--- src/rtl/bmdma_pkg.sv ---
package bmdma_pkg;
  typedef enum logic [1:0] {SZ_BYTE = 2'd0, SZ_HALF = 2'd1, SZ_WORD = 2'd2} xfer_size_e;
  typedef enum logic [2:0] {F_NONE, F_CMD, F_STAT, F_PTR, F_SPARE} field_e;

  localparam int CMD_RUN  = 0;
  localparam int CMD_DIR  = 3;
  localparam int STAT_ACT = 0;
  localparam int STAT_ERR = 1;
  localparam int STAT_IRQ = 2;
  localparam logic [7:0] STAT_RST = 8'h60;
  localparam int PTR_W = 32;
endpackage

--- src/rtl/bmdma_wdecode.sv ---
module bmdma_wdecode
  import bmdma_pkg::*;
#(
  parameter int AW = 4
) (
  input  logic          wr_en,
  input  logic          io_en,
  input  logic          bm_en,
  input  logic [AW-1:0] addr,
  input  logic [1:0]    size,
  output field_e        fld,
  output logic          bad
);
  field_e want;
  logic   fits;
  logic   live;

  assign live = wr_en & io_en & bm_en;

  always_comb begin
    want = F_NONE;
    fits = 1'b0;
    unique case (addr[2:0])
      3'd0:        begin want = F_CMD;   fits = (size == SZ_BYTE); end
      3'd2:        begin want = F_STAT;  fits = (size == SZ_BYTE); end
      3'd1, 3'd3:  begin want = F_SPARE; fits = (size == SZ_BYTE); end
      3'd4:        begin want = F_PTR;   fits = (size == SZ_WORD); end
      default:     begin want = F_NONE;  fits = 1'b0; end
    endcase
    fld = (live && fits) ? want : F_NONE;
    bad = live && !fits;
  end
endmodule

--- src/rtl/bmdma_chan.sv ---
module bmdma_chan
  import bmdma_pkg::*;
(
  input  logic             clk,
  input  logic             rst_n,
  input  logic             wr_cmd,
  input  logic             wr_stat,
  input  logic             wr_ptr,
  input  logic [7:0]       wr_byte,
  input  logic [PTR_W-1:0] wr_word,
  input  logic             dev_sel,
  input  logic             done,
  output logic [7:0]       cmd_q,
  output logic [7:0]       stat_q,
  output logic [PTR_W-1:0] ptr_q,
  output logic [1:0]       start_q,
  output logic [1:0]       abort_q
);
  logic [7:0] cmd_w, stat_w, cmd_n, stat_n;
  logic       go, halt;

  always_comb begin
    cmd_w = wr_byte;
    if (cmd_q[CMD_RUN]) cmd_w[CMD_DIR] = cmd_q[CMD_DIR];

    stat_w = wr_byte;
    stat_w[STAT_ACT] = stat_q[STAT_ACT];
    stat_w[STAT_ERR] = stat_q[STAT_ERR] & ~wr_byte[STAT_ERR];
    stat_w[STAT_IRQ] = stat_q[STAT_IRQ] & ~wr_byte[STAT_IRQ];

    cmd_n  = cmd_q;
    stat_n = stat_q;
    go     = 1'b0;
    halt   = 1'b0;
    if (wr_cmd) begin
      cmd_n = cmd_w;
      go    = cmd_w[CMD_RUN] & ~cmd_q[CMD_RUN];
      halt  = ~cmd_w[CMD_RUN] & cmd_q[CMD_RUN];
      if (go)   stat_n[STAT_ACT] = 1'b1;
      if (halt) stat_n[STAT_ACT] = 1'b0;
    end
    if (wr_stat) stat_n = stat_w;
    if (done) begin
      cmd_n[CMD_RUN]   = 1'b0;
      stat_n[STAT_ACT] = 1'b0;
      stat_n[STAT_IRQ] = 1'b1;
    end
  end

  always_ff @(posedge clk) begin
    if (!rst_n) begin
      cmd_q   <= '0;
      stat_q  <= STAT_RST;
      ptr_q   <= '0;
      start_q <= '0;
      abort_q <= '0;
    end else begin
      cmd_q   <= cmd_n;
      stat_q  <= stat_n;
      if (wr_ptr) ptr_q <= {wr_word[PTR_W-1:2], 2'b00};
      start_q <= go   ? (2'b01 << dev_sel) : 2'b00;
      abort_q <= halt ? (2'b01 << dev_sel) : 2'b00;
    end
  end
endmodule

--- src/rtl/bmdma_regbank.sv ---
module bmdma_regbank
  import bmdma_pkg::*;
#(
  parameter int NUM_CH = 2,
  localparam int AW = $clog2(NUM_CH * 8),
  localparam int ND = NUM_CH * 2
) (
  input  logic                    clk,
  input  logic                    rst_n,
  input  logic                    io_en,
  input  logic                    bm_en,
  input  logic                    wr_en,
  input  logic [AW-1:0]           wr_addr,
  input  logic [1:0]              wr_size,
  input  logic [31:0]             wr_data,
  output logic                    wr_bad,
  input  logic [AW-1:0]           rd_addr,
  output logic [31:0]             rd_data,
  input  logic [NUM_CH-1:0]       drv_sel,
  output logic [ND-1:0]           dma_start,
  output logic [ND-1:0]           dma_abort,
  output logic [NUM_CH*PTR_W-1:0] dma_ptr,
  input  logic [NUM_CH-1:0]       dma_done,
  output logic [NUM_CH-1:0]       irq
);
  localparam int CW = AW - 3;
  localparam int NB = NUM_CH * 8;

  field_e          fld;
  logic            bad_c;
  logic [CW-1:0]   wch;
  logic [NUM_CH*8-1:0] cmd_flat, stat_flat;
  logic [7:0]      spare_q [NUM_CH][2];
  logic [7:0]      img [NB];

  assign wch = wr_addr[AW-1:3];

  bmdma_wdecode #(.AW(AW)) u_dec (
    .wr_en(wr_en), .io_en(io_en), .bm_en(bm_en),
    .addr(wr_addr), .size(wr_size), .fld(fld), .bad(bad_c)
  );

  for (genvar c = 0; c < NUM_CH; c++) begin : g_ch
    logic sel;
    assign sel = (wch == CW'(c));
    bmdma_chan u_chan (
      .clk(clk), .rst_n(rst_n),
      .wr_cmd(sel && fld == F_CMD),
      .wr_stat(sel && fld == F_STAT),
      .wr_ptr(sel && fld == F_PTR),
      .wr_byte(wr_data[7:0]), .wr_word(wr_data),
      .dev_sel(drv_sel[c]), .done(dma_done[c]),
      .cmd_q(cmd_flat[c*8 +: 8]), .stat_q(stat_flat[c*8 +: 8]),
      .ptr_q(dma_ptr[c*PTR_W +: PTR_W]),
      .start_q(dma_start[c*2 +: 2]), .abort_q(dma_abort[c*2 +: 2])
    );
    assign irq[c] = stat_flat[c*8 + STAT_IRQ];

    always_ff @(posedge clk) begin
      if (!rst_n) begin
        spare_q[c][0] <= '0;
        spare_q[c][1] <= '0;
      end else if (sel && fld == F_SPARE) begin
        spare_q[c][wr_addr[1]] <= wr_data[7:0];
      end
    end

    always_comb begin
      img[c*8 + 0] = cmd_flat[c*8 +: 8];
      img[c*8 + 1] = spare_q[c][0];
      img[c*8 + 2] = stat_flat[c*8 +: 8];
      img[c*8 + 3] = spare_q[c][1];
      for (int b = 0; b < 4; b++)
        img[c*8 + 4 + b] = dma_ptr[c*PTR_W + b*8 +: 8];
    end
  end

  always_comb begin
    for (int k = 0; k < 4; k++)
      rd_data[k*8 +: 8] = img[rd_addr + AW'(k)];
  end

  always_ff @(posedge clk) begin
    if (!rst_n) wr_bad <= 1'b0;
    else        wr_bad <= bad_c;
  end
endmodule

--- config.mk ---
export PLATFORM = sky130hd
export DESIGN_NAME = bmdma_regbank
export DESIGN_NICKNAME = d
export VERILOG_FILES = /design/src/rtl/bmdma_pkg.sv /design/src/rtl/bmdma_wdecode.sv /design/src/rtl/bmdma_chan.sv /design/src/rtl/bmdma_regbank.sv
export SDC_FILE = /design/constraint.sdc
export NUM_CORES = 1
export LEC_CHECK = 0
export BUFFER_PORTS_ARGS = -buffer_cell sky130_fd_sc_hd__buf_2
export CAP_MARGIN = 20
export CORE_UTILIZATION = 35
export DETAILED_ROUTE_END_ITERATION = 12
export PLACE_DENSITY = 0.6
export SLEW_MARGIN = 0
export SYNTH_ARGS = -nofsm -noshare
export SYNTH_HDL_FRONTEND = slang
export SYNTH_SLANG_ARGS = --single-unit
--- constraint.sdc ---
create_clock -name clk -period 11.9 [get_ports clk]
set_input_delay 2.975 -clock clk [delete_from_list [all_inputs] [get_ports clk]]
set_output_delay 2.975 -clock clk [all_outputs]
set_load 0.02 [all_outputs]
==> flow_metrics.py, run 1 <==
metrics = {
    "status": {
        "status": "finished clean",
    },
    "layout": {
        "layout-drive-gt1-share_pct": 32.6,
        "layout.nets": 1002,
        "area_growth_pct": 11.4,
        "antenna_cells": 0,
    },
    "timing": {
        "setup_violations": 0,
        "finalHoldViolCount": 0,
        "worst_slew_pin_slew_ns": 1.12,
        "max_slew_margin_pct": 25.2,
        "max_freq_mhz": 109,
        "period_minus_slack_ns": 9.21,
        "maxSlewViolCount": 0,
        "tns_ns": 0,
        "timing.hold.ws_ns": 0.488,
        "rsz0062_at_grt": "false",
        "skew_ns": 0.00620,
        "fin_crit_sh_pct": 77.4,
    },
    "detailed_routing": {
        "drt_pass1_iterations": 5,
        "drtIter0Drc": 823,
        "viasPerCell": 5.79,
        "drt-total-wl_um": 31100,
        "wl_per_cell_um": 24.1,
        "drc": 0,
        "vias": 7469,
        "ant_nets": 0,
    },
    "floorplanning": {
        "die_x_um": 167,
        "core_area_um2": 26400,
        "dieArea_um2": 27800,
        "rows": 59,
        "die_y_um": 167,
        "start_util_pct": 36.1,
        "ios": 158,
    },
    "synthesis": {
        "synth-edff-count": 32,
        "synth_flop_cell": "dfxtp_1",
        "yosysUniqueCellTypes": 49,
        "ys_seq_area_share_pct": 31.4,
        "yosys_warnings": 0,
        "synth-seq-cells": 133,
        "syn_inst": 888,
        "ys_async_sr_fraction_pct": 0,
        "syn_area_per_cell_um2": 10.7,
        "syn_area_um2": 9510,
    },
    "global_route": {
        "first_global_vias": 7175,
        "met3_usage_pct": 6.56,
        "grt_pass1_wl_um": 46700,
        "antenna_found_initial": 1,
        "grt_busiest_layer": "met2",
        "globalRouteOverflowTotal": 0,
        "grt_max_degree": 101,
        "grt_use_met2_pct": 37.3,
        "met1_usage_pct": 28.9,
        "gr-usage-all-layers_pct": 22.6,
    },
    "clocking": {
        "numCtsBuffers": 17,
        "clkSinkCount": 133,
        "postCtsHoldBufs": 0,
        "cts_setup_buffers": 0,
        "cts_tree": "done",
        "cts.clk_slew.worst_paths_ns": 0.06,
        "cts_root_buf": "clkbuf_16",
        "clk_path_buf_depth": 2,
        "cts-resized-gates": 0,
        "cts_htree_levels": 4,
        "worstSkewPairLatency_ns": 0.42,
    },
    "critical_path": {
        "cp_max_fo": 79,
        "crit_required_ns": 8.93,
        "crit_type": "in -> out",
        "cp-start-kind": "input pin",
        "endpoint_kind": "output pin",
        "r2r.worst_path.cells": 4,
        "cp.arrival_ns": 6.23,
    },
    "flow_run": {
        "cap_violations": 0,
    },
    "place": {
        "gp_congestion": 0.883,
        "dp_hpwl_um": 22300,
        "io_buffers": 153,
    },
    "min_path": {
        "min_path_cells": 2,
        "hold_path.class": "reg -> reg",
    },
    "power": {
        "power_density_nw_per_um2": 113,
        "p_leak_uw": 0.00417,
        "ir_drop_uv": 79.6,
    },
}
-- layer usage --
| layer | share of wire [%] | vias up |
|---|---|---|
| li1 | - | 3319 |
| met1 | 42 | 3745 |
| met2 | 49 | 353 |
| met3 | 7.6 | 52 |
| met4 | 2.1 | 0 |
| met5 | 0 | - |
-- sequential cells by signal, summed over array words and instances, names as in the netlist --
name,cells
g_ch.u_chan.start_q,4
g_ch.u_chan.stat_q,16
g_ch.u_chan.ptr_q,60
wr_bad,1
g_ch.u_chan.abort_q,4
g_ch.u_chan.cmd_q,16
spare_q,32
-- path summary, 6_finish.rpt --
kind,to,from,slack [ns]
max,rd_data[31],rd_addr[0],2.69
min,g_ch[1].u_chan.stat_q[1],g_ch[1].u_chan.stat_q[1],0.49
min reg2reg,g_ch[1].u_chan.stat_q[1],g_ch[1].u_chan.stat_q[1],0.49
max reg2reg,g_ch[0].u_chan.stat_q[0],g_ch[0].u_chan.cmd_q[0],10.22
-- final cells by class --
class                      count  area [um2]
clock buffer                  21         482
clock inverter                11        86.3
fill                        2596       15800
inverter                      12        45.0
multi-input combinational    608        5660
sequential                   133        2980
tap                          335         419
timing repair buffer         171         918
-- stage by stage --
stage,instances,setup slack [ns],cell area (um2),utilization [%],power (uW)
2_1_floorplan,891,3.38,9520,-,625
3_3_place_gp,1255,2.24,9980,37.9,689
3_5_place_dp,1256,2.17,9990,37.9,690
4_1_cts,1288,2.17,10600,40.1,1200
5_1_grt,1291,2.53,10600,40.2,1240
6_report,1291,2.69,10600,40.2,1200
-- critical path, stage by stage --
cell     delay [ns]
buf_6          0.56
inv_1          0.35
ha_2           0.30
xor2_1         0.88
mux4_2         0.63
mux2i_1        0.23
buf_2          0.22
-- layout by cell type (no fill, tap or decap), drive strengths merged, types with 2 or more instances in the layout --
cell type  instances
buf              171
nand2            149
mux4             104
dfxtp            101
mux2i             88
a21boi            61
and2              50
edfxtp            32
a21oi             22
nor2b             21
clkbuf            21
a211oi            19
inv               18
nor3              12
o21ai             11
ha                 8
nor2               7
or3                5
clkinv             5
o21a               4
o211ai             4
o31ai              4
o2bb2ai            4
conb               4
xor2               4
xnor2              3
nor4               3
a32o               2
a31oi              2
mux2               2
a221o              2
nand2b             2
-- synthesized netlist by cell type, drive strengths merged, types with 5 or more instances --
master / number / share of area [%]
a211oi: 19 / 1.5
a21boi: 61 / 4.8
a21oi: 22 / 1.2
and2: 50 / 3.3
buf: 99 / 7.4
clkbuf: 39 / 1.5
dfxtp: 101 / 21
edfxtp: 32 / 10
ha: 8 / 1.1
inv: 12 / 0.47
mux2i: 88 / 9.3
mux4: 104 / 25
nand2: 149 / 5.9
nor2: 7 / 0.28
nor2b: 21 / 1.4
nor3: 12 / 0.63
o21ai: 11 / 0.58
or3: 5 / 0.33
-- cells by family after synthesis --
logic type | share of synthesized area [%]
AND/OR/NAND/NOR | 12.9
multiplexers | 34.3
buffers and inverters | 9.40
AO/OA/AOI/OAI | 10.1
flip-flops | 31.4
adder cells (fa/ha/maj) | 1.05
XOR/XNOR | 0.842
other | 0.0394
-- power by group --
| group | switching, uW | internal (uW) | total, uW | leakage, uW |
|---|---|---|---|---|
| Clock | 219 | 294 | 513 | 0.000285 |
| Combinational | 119 | 86.4 | 206 | 0.00277 |
| Sequential | 8.37 | 469 | 477 | 0.00112 |
Note: power is estimated with default switching activity, not from simulation.
==> run 2, diff against run 1 <==
--- a/config.mk
+++ b/config.mk
@@ -5,11 +5,12 @@
 export SDC_FILE = /design/constraint.sdc
 export NUM_CORES = 1
 export LEC_CHECK = 0
+export ABC_AREA = 1
 export BUFFER_PORTS_ARGS = -buffer_cell sky130_fd_sc_hd__buf_2
 export CAP_MARGIN = 20
 export CORE_UTILIZATION = 35
 export DETAILED_ROUTE_END_ITERATION = 12
-export PLACE_DENSITY = 0.6
+export PLACE_DENSITY = 0.62
 export SLEW_MARGIN = 0
 export SYNTH_ARGS = -nofsm -noshare
 export SYNTH_HDL_FRONTEND = slang
==> constraint.sdc (replaced) <==
create_clock -name clk -period 8.11 [get_ports clk]
set_input_delay 2.0275 -clock clk [delete_from_list [all_inputs] [get_ports clk]]
set_output_delay 2.0275 -clock clk [all_outputs]
set_load 0.02 [all_outputs]
==> run 2 against run 1 <==
Hold slack lost 0.047 ns. Largest power group unchanged. Count of clock-buffer cells in the layout shrank 2. Sequential power increased by 46%. Non-clock buffer count is 5 lower. Clock skew shrank 0.0028 ns. Routed wire length rose by 2.6%. Sequential share of layout area rose by 1.6 points. Flip-flop and latch count unchanged. Largest cell class unchanged. First-iteration DRC count rose by 36%. Register-to-register slack got worse by 3.2 ns.
==> flow_metrics.py, run 2 <==
metrics = {
    "layout": {
        "antenna_cells": 0,
        "layout.filler_cells": 2712,
        "finalInstanceArea_um2": 10000,
        "multiInputGateArea_um2": 4870,
        "layout.nets": 1461,
        "final_common_cell": "nand2_1",
        "regArea_um2": 2980,
        "reg.largest.list": "g_ch.u_chan.ptr_q (60), spare_q (32)",
        "area_growth_pct": 11.5,
        "largest_reg_flops": 60,
        "final_cell_mix": "nand2_1 (353), nor2_1 (182), o21ai_0 (179)",
        "layout-drive-gt1-share_pct": 15.3,
        "largest_register": "g_ch.u_chan.ptr_q",
    },
    "min_path": {
        "hold_path.class": "reg -> reg",
        "min_path_cells": 2,
    },
    "synthesis": {
        "synth_top_family_by_area": "simple AND/OR/NAND/NOR gates",
        "netlist_top_cells_area": "dfxtp_1 (23%), nand2_1 (15%), edfxtp_1 (11%), o21ai_0 (10%), nor2_1 (7.6%)",
        "yosysUniqueCellTypes": 38,
        "syn_inst": 1370,
        "synth-simple-area-share_pct": 30.2,
        "syn_area_per_cell_um2": 6.55,
        "synth-seq-cells": 133,
        "yosysTopAreaCell": "dfxtp_1",
        "synth_flop_cell": "dfxtp_1",
        "ys_seq_area_share_pct": 33.2,
        "synth-edff-count": 32,
        "ys_async_sr_fraction_pct": 0,
        "yosys.area_share.adder_pct": 1.11,
        "yosys.area.top_type_share_pct": 22.5,
        "synth-compound-area-share_pct": 17.4,
        "synthXorXnorAreaFrac_pct": 0.376,
        "synthTopCellsByCount": "nand2_1 (353), nor2_1 (182), o21ai_0 (179)",
        "synthMostInstantiatedCell": "nand2_1",
        "yosys_warnings": 0,
        "syn_area_um2": 8980,
        "muxShareOfSynthArea_pct": 5.02,
    },
    "global_route": {
        "grt_pass1_wl_um": 48000,
        "met1_usage_pct": 33.8,
        "globalRouteOverflowTotal": 0,
        "grt_busiest_layer": "met2",
        "first_global_vias": 8168,
        "grt_use_met2_pct": 37.8,
        "gr-usage-all-layers_pct": 24.2,
        "met3_usage_pct": 4.32,
        "antenna_found_initial": 1,
        "grt_max_degree": 94,
    },
    "clocking": {
        "worstSkewPairLatency_ns": 0.43,
        "postCtsHoldBufs": 0,
        "cts_htree_levels": 4,
        "cts_setup_buffers": 0,
        "cts.clk_slew.worst_paths_ns": 0.07,
        "clkSinkCount": 133,
        "cts-resized-gates": 0,
        "cts_root_buf": "clkbuf_16",
        "clk_path_buf_depth": 2,
        "numCtsBuffers": 17,
        "cts_tree": "done",
    },
    "detailed_routing": {
        "vias": 9349,
        "drtIter0Drc": 1122,
        "drt_pass1_iterations": 9,
        "ant_nets": 0,
        "viasPerCell": 5.36,
        "wl_per_cell_um": 18.3,
        "drc": 0,
        "drt-total-wl_um": 31900,
    },
    "power": {
        "p_seq_share_pct": 37.5,
        "clockPowerShare_pct": 43.0,
        "power.share.combinational_pct": 19.5,
        "finalPower_uw": 1860,
        "p_sw_uw": 615,
        "p_sw_share_pct": 33.1,
        "power_density_nw_per_um2": 185,
        "power.internal_uw": 1240,
        "p_leak_uw": 0.00493,
        "ir_drop_uv": 101,
    },
    "floorplanning": {
        "ios": 158,
        "die_x_um": 162,
        "start_util_pct": 35.7,
        "dieArea_um2": 26300,
        "core_area_um2": 25200,
        "rows": 58,
        "die_y_um": 162,
    },
    "place": {
        "gp_congestion": 0.910,
        "io_buffers": 153,
        "dp_hpwl_um": 23200,
        "place_area_um2": 9420,
    },
    "critical_path": {
        "cp.arrival_ns": 4.79,
        "crit_required_ns": 6.08,
        "r2r_end": "g_ch[1].u_chan.start_q[1]",
        "cp-start-kind": "input pin",
        "crit_end": "rd_data[30]",
        "cp_max_fo": 65,
        "crit_type": "in -> out",
        "endpoint_kind": "output pin",
        "r2r_slack_ns": 7.02,
        "critical_path.startpoint": "rd_addr[0]",
        "r2r_start": "g_ch[1].u_chan.cmd_q[0]",
        "r2r.worst_path.cells": 4,
    },
    "timing": {
        "setup_violations": 0,
        "maxSlewViolCount": 0,
        "max_slew_margin_pct": 27.4,
        "fin_crit_sh_pct": 84.1,
        "tns_ns": 0,
        "rsz0062_at_grt": "false",
        "skew_ns": 0.00342,
        "finalHoldViolCount": 0,
        "worst_slew_pin_slew_ns": 1.09,
        "max_freq_mhz": 147,
        "period_minus_slack_ns": 6.82,
    },
    "flow_run": {
        "cap_violations": 0,
    },
    "status": {
        "status": "finished clean",
    },
}
run 2: routing by layer:
metal / vias up / wire [um]
met5: - / 9
met2: 453 / 14200
met3: 47 / 2710
met4: 2 / 688
li1: 4502 / -
met1: 4345 / 14300
run 2: power by group through the flow:
stage / Combinational (uW) / Clock [uW] / Sequential, uW
2_1_floorplan: 248 / 0 / 707
3_3_place_gp: 353 / 0 / 710
3_5_place_dp: 355 / 0 / 710
4_1_cts: 357 / 803 / 695
5_1_grt: 395 / 832 / 697
6_report: 362 / 799 / 696
run 2: critical path, stage by stage:
cell     delay (ns)
buf_4          0.14
inv_2          0.05
ha_2           1.04
inv_2          0.70
nand2_1        0.23
nand3_1        0.10
nand3_1        0.12
o21a_1         0.17
buf_2          0.18
run 2: layout make-up:
cell class	instances	share of cell area [%]
inverter	70	2.62
sequential	133	29.8
clock buffer	19	4.75
clock inverter	13	1.21
timing repair buffer	166	8.85
tap	330	4.12
multi-input combinational	1014	48.7
run 2: worst min path at each step:
stage	from	end	slack (ns)
final	g_ch[0].u_chan.stat_q[1]	g_ch[0].u_chan.stat_q[1]	0.44
after global routing	g_ch[1].u_chan.stat_q[1]	g_ch[1].u_chan.stat_q[1]	0.48
after CTS	g_ch[0].u_chan.stat_q[1]	g_ch[0].u_chan.stat_q[1]	0.44
after detailed placement	g_ch[0].u_chan.stat_q[1]	g_ch[0].u_chan.stat_q[1]	0.43
after global placement	g_ch[0].u_chan.stat_q[1]	g_ch[0].u_chan.stat_q[1]	0.43
after floorplan	g_ch[0].u_chan.stat_q[1]	g_ch[0].u_chan.stat_q[1]	0.41
run 2: kinds of logic (layout without fill, tap and decap cells):
family | count (synthesis) | count (layout)
fa+ha+maj | 8 | 8
xor+xnor | 3 | 3
compound gates | 292 | 292
mux | 45 | 45
other cells | 1 | 4
buf+inv | 226 | 268
flops | 133 | 133
simple gates | 662 | 662
run 2: metrics by stage:
stage / hold slack (ns) / utilization (%) / setup slack, ns / cells
2_1_floorplan: 0.412 / - / 2.25 / 1373
3_3_place_gp: 0.426 / 37.3 / 1.32 / 1711
3_5_place_dp: 0.425 / 37.4 / 1.35 / 1713
4_1_cts: 0.436 / 39.8 / 1.35 / 1745
5_1_grt: 0.483 / 39.8 / 1.06 / 1745
6_report: 0.441 / 39.8 / 1.29 / 1745
